## src/rtl/iter_mul_pkg.sv

```systemverilog
package iter_mul_pkg;

    typedef enum logic [1:0] {
        MD_LOW   = 2'b00,
        MD_HI_UU = 2'b01,
        MD_HI_SU = 2'b10,
        MD_HI_SS = 2'b11
    } mul_mode_e;

    typedef enum logic [2:0] {
        ST_IDLE = 3'd0,
        ST_STEP = 3'd1,
        ST_FIXA = 3'd2,
        ST_FIXB = 3'd3,
        ST_DONE = 3'd4
    } mul_state_e;

endpackage

```

## src/rtl/iter_mul_ctrl.sv

```systemverilog
module iter_mul_ctrl
    import iter_mul_pkg::*;
#(
    parameter int STEPS = 32
) (
    input  logic       clk,
    input  logic       rst_n,
    input  logic       start,
    input  logic [1:0] mode_q,
    output logic       idle,
    output logic       load,
    output logic       step,
    output logic       fix_a,
    output logic       fix_b,
    output logic       fin,
    output logic       done
);

    localparam int CNT_W = (STEPS > 1) ? $clog2(STEPS) : 1;
    localparam logic [CNT_W-1:0] LAST = CNT_W'(STEPS - 1);

    mul_state_e state_q, state_d;
    logic [CNT_W-1:0] cnt_q;
    mul_mode_e  mode_e;

    assign mode_e = mul_mode_e'(mode_q);

    // state register
    always_ff @(posedge clk or negedge rst_n) begin
        if (!rst_n) state_q <= ST_IDLE;
        else        state_q <= state_d;
    end

    // iteration counter
    always_ff @(posedge clk or negedge rst_n) begin
        if (!rst_n)                          cnt_q <= '0;
        else if (state_q == ST_IDLE)         cnt_q <= '0;
        else if (state_q == ST_STEP)         cnt_q <= cnt_q + 1'b1;
    end

    // next-state logic
    always_comb begin
        state_d = state_q;
        unique case (state_q)
            ST_IDLE: if (start) state_d = ST_STEP;
            ST_STEP: begin
                if (cnt_q == LAST) begin
                    if (mode_e == MD_HI_SU || mode_e == MD_HI_SS) state_d = ST_FIXA;
                    else                                          state_d = ST_DONE;
                end
            end
            ST_FIXA: state_d = (mode_e == MD_HI_SS) ? ST_FIXB : ST_DONE;
            ST_FIXB: state_d = ST_DONE;
            ST_DONE: state_d = ST_IDLE;
            default: state_d = ST_IDLE;
        endcase
    end

    // outputs
    always_comb begin
        idle  = 1'b0;
        load  = 1'b0;
        step  = 1'b0;
        fix_a = 1'b0;
        fix_b = 1'b0;
        done  = 1'b0;
        unique case (state_q)
            ST_IDLE: begin
                idle = 1'b1;
                load = start;
            end
            ST_STEP: step  = 1'b1;
            ST_FIXA: fix_a = 1'b1;
            ST_FIXB: fix_b = 1'b1;
            ST_DONE: done  = 1'b1;
            default: ;
        endcase
        fin = (state_d == ST_DONE) && (state_q != ST_DONE);
    end

endmodule

```

## src/rtl/iter_mul_opreg.sv

```systemverilog
module iter_mul_opreg #(
    parameter int WIDTH = 32
) (
    input  logic             clk,
    input  logic             rst_n,
    input  logic             load,
    input  logic [1:0]       mode,
    input  logic [WIDTH-1:0] op_a,
    input  logic [WIDTH-1:0] op_b,
    output logic [1:0]       mode_q,
    output logic [WIDTH-1:0] a_q,
    output logic [WIDTH-1:0] b_orig_q
);

    always_ff @(posedge clk or negedge rst_n) begin
        if (!rst_n) begin
            mode_q   <= '0;
            a_q      <= '0;
            b_orig_q <= '0;
        end else if (load) begin
            mode_q   <= mode;
            a_q      <= op_a;
            b_orig_q <= op_b;
        end
    end

endmodule

```

## src/rtl/iter_mul_lohalf.sv

```systemverilog
module iter_mul_lohalf #(
    parameter int WIDTH = 32
) (
    input  logic             clk,
    input  logic             rst_n,
    input  logic             load,
    input  logic             step,
    input  logic [WIDTH-1:0] op_b,
    input  logic [WIDTH-1:0] a_q,
    output logic [WIDTH-1:0] lo_next
);

    logic [WIDTH-1:0] acc_q;
    logic [WIDTH-1:0] mpl_q;
    logic [WIDTH-1:0] addend;

    // add the multiplicand when the top bit of the left-moving multiplier is set
    assign addend  = mpl_q[WIDTH-1] ? a_q : '0;
    assign lo_next = step ? ((acc_q << 1) + addend) : acc_q;

    always_ff @(posedge clk or negedge rst_n) begin
        if (!rst_n) begin
            acc_q <= '0;
            mpl_q <= '0;
        end else if (load) begin
            acc_q <= '0;
            mpl_q <= op_b;
        end else if (step) begin
            acc_q <= lo_next;
            mpl_q <= mpl_q << 1;
        end
    end

endmodule

```

## src/rtl/iter_mul_hihalf.sv

```systemverilog
module iter_mul_hihalf #(
    parameter int WIDTH = 32
) (
    input  logic             clk,
    input  logic             rst_n,
    input  logic             load,
    input  logic             step,
    input  logic             fix_a,
    input  logic             fix_b,
    input  logic [WIDTH-1:0] op_b,
    input  logic [WIDTH-1:0] a_q,
    input  logic [WIDTH-1:0] b_orig_q,
    output logic [WIDTH-1:0] hi_next
);

    logic [WIDTH-1:0] acc_q;
    logic [WIDTH-1:0] mpr_q;
    logic [WIDTH-1:0] addend;
    logic [WIDTH-1:0] halved_sum;
    logic [WIDTH-1:0] sub_val;

    assign addend = mpr_q[0] ? a_q : '0;

    // (acc + addend) >> 1 with the carry-out landing in the top bit
    assign halved_sum = {1'b0, acc_q[WIDTH-1:1]} + {1'b0, addend[WIDTH-1:1]}
                      + WIDTH'(acc_q[0] & addend[0]);

    // sign corrections: subtract B if A negative, then A if original B negative
    always_comb begin
        sub_val = '0;
        if (fix_a && a_q[WIDTH-1])      sub_val = b_orig_q;
        if (fix_b && b_orig_q[WIDTH-1]) sub_val = a_q;
    end

    always_comb begin
        if (step)               hi_next = halved_sum;
        else if (fix_a | fix_b) hi_next = acc_q - sub_val;
        else                    hi_next = acc_q;
    end

    always_ff @(posedge clk or negedge rst_n) begin
        if (!rst_n) begin
            acc_q <= '0;
            mpr_q <= '0;
        end else if (load) begin
            acc_q <= '0;
            mpr_q <= op_b;
        end else begin
            acc_q <= hi_next;
            if (step) mpr_q <= mpr_q >> 1;
        end
    end

endmodule

```

## src/rtl/iter_mul_unit.sv

```systemverilog
module iter_mul_unit
    import iter_mul_pkg::*;
#(
    parameter int WIDTH = 32
) (
    input  logic             clk,
    input  logic             rst_n,
    input  logic             start,
    input  logic [1:0]       mode,
    input  logic [WIDTH-1:0] op_a,
    input  logic [WIDTH-1:0] op_b,
    output logic [WIDTH-1:0] result,
    output logic             done
);

    logic             idle_w, load_w, step_w, fixa_w, fixb_w, fin_w;
    logic [1:0]       mode_q;
    logic [WIDTH-1:0] a_q, b_orig_q;
    logic [WIDTH-1:0] lo_next, hi_next;
    logic [WIDTH-1:0] res_q;

    iter_mul_ctrl #(.STEPS(WIDTH)) u_ctrl (
        .clk    (clk),
        .rst_n  (rst_n),
        .start  (start),
        .mode_q (mode_q),
        .idle   (idle_w),
        .load   (load_w),
        .step   (step_w),
        .fix_a  (fixa_w),
        .fix_b  (fixb_w),
        .fin    (fin_w),
        .done   (done)
    );

    iter_mul_opreg #(.WIDTH(WIDTH)) u_opreg (
        .clk      (clk),
        .rst_n    (rst_n),
        .load     (load_w),
        .mode     (mode),
        .op_a     (op_a),
        .op_b     (op_b),
        .mode_q   (mode_q),
        .a_q      (a_q),
        .b_orig_q (b_orig_q)
    );

    iter_mul_lohalf #(.WIDTH(WIDTH)) u_lo (
        .clk     (clk),
        .rst_n   (rst_n),
        .load    (load_w),
        .step    (step_w),
        .op_b    (op_b),
        .a_q     (a_q),
        .lo_next (lo_next)
    );

    iter_mul_hihalf #(.WIDTH(WIDTH)) u_hi (
        .clk      (clk),
        .rst_n    (rst_n),
        .load     (load_w),
        .step     (step_w),
        .fix_a    (fixa_w),
        .fix_b    (fixb_w),
        .op_b     (op_b),
        .a_q      (a_q),
        .b_orig_q (b_orig_q),
        .hi_next  (hi_next)
    );

    // result register, loaded on the edge that enters the done state
    always_ff @(posedge clk or negedge rst_n) begin
        if (!rst_n)     res_q <= '0;
        else if (fin_w) res_q <= (mul_mode_e'(mode_q) == MD_LOW) ? lo_next : hi_next;
    end

    assign result = res_q;

endmodule

```

## config.mk

```make
export PLATFORM = sky130hd
export DESIGN_NAME = iter_mul_unit
export DESIGN_NICKNAME = d
export VERILOG_FILES = /design/src/rtl/iter_mul_pkg.sv /design/src/rtl/iter_mul_ctrl.sv /design/src/rtl/iter_mul_opreg.sv /design/src/rtl/iter_mul_lohalf.sv /design/src/rtl/iter_mul_hihalf.sv /design/src/rtl/iter_mul_unit.sv
export SDC_FILE = /design/constraint.sdc
export NUM_CORES = 1
export LEC_CHECK = 0
export BUFFER_PORTS_ARGS = -buffer_cell sky130_fd_sc_hd__buf_2
export CAP_MARGIN = 5
export CORE_MARGIN = 4
export CORE_UTILIZATION = 56
export DETAILED_ROUTE_END_ITERATION = 10
export GPL_TIMING_DRIVEN = 0
export PLACE_DENSITY_LB_ADDON = 0.08
export SLEW_MARGIN = 20
export SYNTH_ARGS = -nofsm -noshare
export SYNTH_HDL_FRONTEND = slang
export SYNTH_SLANG_ARGS = --single-unit
```

## constraint.sdc

```tcl
create_clock -name clk -period 4 [get_ports clk]
set_input_delay 0.4 -clock clk [delete_from_list [all_inputs] [get_ports clk]]
set_output_delay 0.4 -clock clk [all_outputs]
set_load 0.1 [all_outputs]
```

==> impl_metrics.tcl <==
set metrics [dict create \
    ir_drop_uv 478 \
    insertion_delay_ps 540 \
    drtAntennaViolNets 0 \
    port_buffers 101 \
    finalCoreUtilization 0.663 \
    synth.top_cell.area_share 0.376 \
    drt-initial-drc-count 1689 \
    synthToLayoutAreaGrowth_pct 15.9 \
    syn-cell-area_mm2 0.0156 \
    synth_edf_count 0 \
    max-slew-margin-rel 0.190 \
    drc 0 \
    viasPerCell 6.24 \
    grt_max_degree 96 \
    worstPathMaxFanout 10 \
    ios 102 \
    grt_pass1_vias 14700 \
    clkTransAtPathRegs_ps 70 \
    clock_sinks 234 \
    place.gp.congestion 0.998 \
    grt_overflow_total 0 \
    p_leak_nw 8.51 \
    die_w_um 175 \
    synthTopCellsByArea "dfrtp_1 38%, nand2_1 11%, ha_1 7.6%" \
    hold_depth 3 \
    rr_startpoint "u_hi.mpr_q[0]" \
    status "finished clean" \
    setup_ws_ps 1.41 \
    wl_per_cell_um 22.4 \
    dpl_worst_slack_ps -1590 \
    r2r_cells 13 \
    synthCells 1892 \
    finalCriticalPeriod_ps 4000 \
    nNetsFinal 2222 \
    cp-end-kind "register" \
    crit_type "register to register" \
    initial_core_util 0.572 \
    placed_area_mm2 0.0166 \
    grt_pass1_wl_um 83500 \
    synth.distinct_cells 84 \
    p_per_area_mw_per_mm2 831 \
    hold_viol 0 \
    fillerInstances 2435 \
    critPathMaxStageDelay_ps 500 \
    seq_area_frac_synth 0.376 \
    start_kind "register" \
    hold_end "u_opreg.a_q[28]" \
    final_area_mm2 0.0180 \
    drv_cap 0 \
    rsz0062_at_grt "true" \
    worstPathRequired_ps 4400 \
    timing.final.crit_share 1.00 \
    n_antenna_cell 0 \
    grt_use_total 0.348 \
    slowest_stage "dfrtp_2" \
    hold_start "op_a[28]" \
    worstMarginPinSlew_ps 1210 \
    antenna_found_initial 3 \
    critical_path.cell_chain "clkbuf_4, nand2_1, fa_1, fa_1, nor2b_1, o31ai_1, a2111oi_2, or2_1, a21oi_1, o21bai_1, xor2_1, a221oi_2, a31oi_1" \
    crit_family "compound AO/OA/AOI/OAI gates" \
    synth_warnings 0 \
    setup_viol 0 \
    crit_top_cell "fa_1" \
    clock_skew_ps 8.31 \
    hp-class "input pin to register" \
    first_pass_iters 5 \
    timing.setup.tns_ps 0 \
    htreeDepth 1 \
    vias 15300 \
    clockBufferDepth 3 \
    netlist_top_cells_count "448 x nand2_1, 234 x dfrtp_1, 158 x nor2_1" \
    regArea_mm2 0.00586 \
    worst-path-buf-inv 1 \
    crit_arrival_ps 4400 \
    post_synth.cell_area_avg_um2 8.22 \
    rr_endpoint "result[20]" \
    synth-main-ff-cell "dfrtp_1" \
    drive_above_1_share 0.124 \
    dp.final_hpwl_um 41400 \
    drv_slew 0 \
    cts_made_buffers 26 \
    die_h_um 175 \
    yosysTopAreaCell "dfrtp_1" \
    synth_seq_cells 234 \
    synth_fp_nets 2059 \
    async_flop_share 1.00 \
    multiInputGateArea_mm2 0.00942 \
    design.core.area_mm2 0.0272 \
    wl_um 54800 \
    hold_ws_ps 44.9 \
    reg2reg_setup_slack_ps 1 \
    cts_tree "done" \
    clock.fmax_ghz 0.250 \
    yosysMostFrequentCell "nand2_1" \
    dieArea_mm2 0.0305 \
    cts_root_buf "clkbuf_16" \
    rows 60 \
]
[registers in the layout, summed over array words and instances (netlist names)]
name              count
u_lo.mpl_q           32
result               32
u_hi.acc_q           32
u_opreg.b_orig_q     32
u_ctrl.cnt_q          5
u_hi.mpr_q           32
u_opreg.mode_q        2
u_ctrl.state_q        3
u_opreg.a_q          32
u_lo.acc_q           32
[how the worst max path moves through the flow]
| stage | startpoint | to | depth (start not counted) |
|---|---|---|---|
| 4_1_cts | u_ctrl.state_q[1] | result[25] | 16 |
| 3_3_place_gp | rst_n | u_lo.acc_q[25] | 1 |
| 6_report | u_hi.mpr_q[0] | result[20] | 13 |
| 3_5_place_dp | u_ctrl.state_q[1] | result[31] | 16 |
| 2_1_floorplan | u_ctrl.state_q[2] | result[28] | 17 |
| 5_1_grt | u_ctrl.state_q[1] | result[31] | 16 |
[tightest hold or removal path: cells and delay by family]
kind / cells / cell delay, ps
buffers and inverters: 1 / 70
and+or+nand+nor: 2 / 80
[metrics by stage]
step                      power (mW)  instances
after floorplan                 9.66       1892
after global placement          11.8       2365
after detailed placement        11.9       2368
after CTS                       14.5       2425
after global routing            16.0       2446
final                           15.0       2446
[metal layers]
metal | GRT usage | vias to the layer above | part of all wire
li1 | - | 7048 | -
met1 | 0.492 | 7383 | 0.42
met2 | 0.544 | 698 | 0.45
met3 | 0.0643 | 128 | 0.097
met4 | 0.114 | 2 | 0.035
met5 | 0 | - | 0.00026
[cells by family (layout without fill, tap and decap cells)]
kind of cell             count (synthesis)  in the layout  synth area share
AND/OR/NAND/NOR                        818            818             0.230
AO/OA/AOI/OAI                          507            507             0.219
flip-flops                             234            234             0.376
buffers and inverters                  131            313            0.0323
adder cells (fa/ha/maj)                 98             98            0.0808
XOR/XNOR                                74             74            0.0417
multiplexers                            30             30            0.0199
[cells in the final DEF (no fill, tap or decap), drive strengths merged, types with 5 or more instances in the layout]
master / instances
a31oi: 79
and2: 74
o21bai: 12
o211a: 5
buf: 165
dfrtp: 234
inv: 22
a221oi: 7
nor3: 13
a22oi: 35
o22ai: 9
o21ai: 75
nand3: 27
o221ai: 12
nor2b: 15
a211oi: 15
o21a: 17
a31o: 6
mux2i: 23
or2: 8
mux2: 7
o31ai: 8
o211ai: 17
nand2b: 13
clkinv: 6
nor3b: 5
and3: 18
clkbuf: 116
or3: 9
a221o: 5
nand2: 448
a222oi: 5
nor2: 158
nand4: 20
ha: 94
xor2: 33
a22o: 7
a21oi: 118
xnor2: 41
a21o: 35
[timing repair]
item,CTS,global route
gates cloned,0,1
endpoints found under the hold margin,44,0
endpoints found under the setup margin,65,31
hold buffers,1,0
resized for setup,45,41
setup buffers,13,23
pin swaps,12,24
[final cells by class]
cell class              count  area share
plain buffers             101      0.0257
clock buffers              39      0.0416
well taps                 372      0.0258
repair buffers            142      0.0499
inverters                  23     0.00507
flip-flops and latches    234       0.325
multi-input cells        1527       0.522
clock inverters             8     0.00451
[where the power goes]
part	leakage, nW	internal [mW]	switching, mW	total (mW)
clock	0.400	1.36	1.01	2.37
sequential	2.93	3.24	0.887	4.13
combinational	5.19	3.40	5.08	8.48
total	8.51	8.00	6.98	15.0
Power figures use the tool's default switching activity.
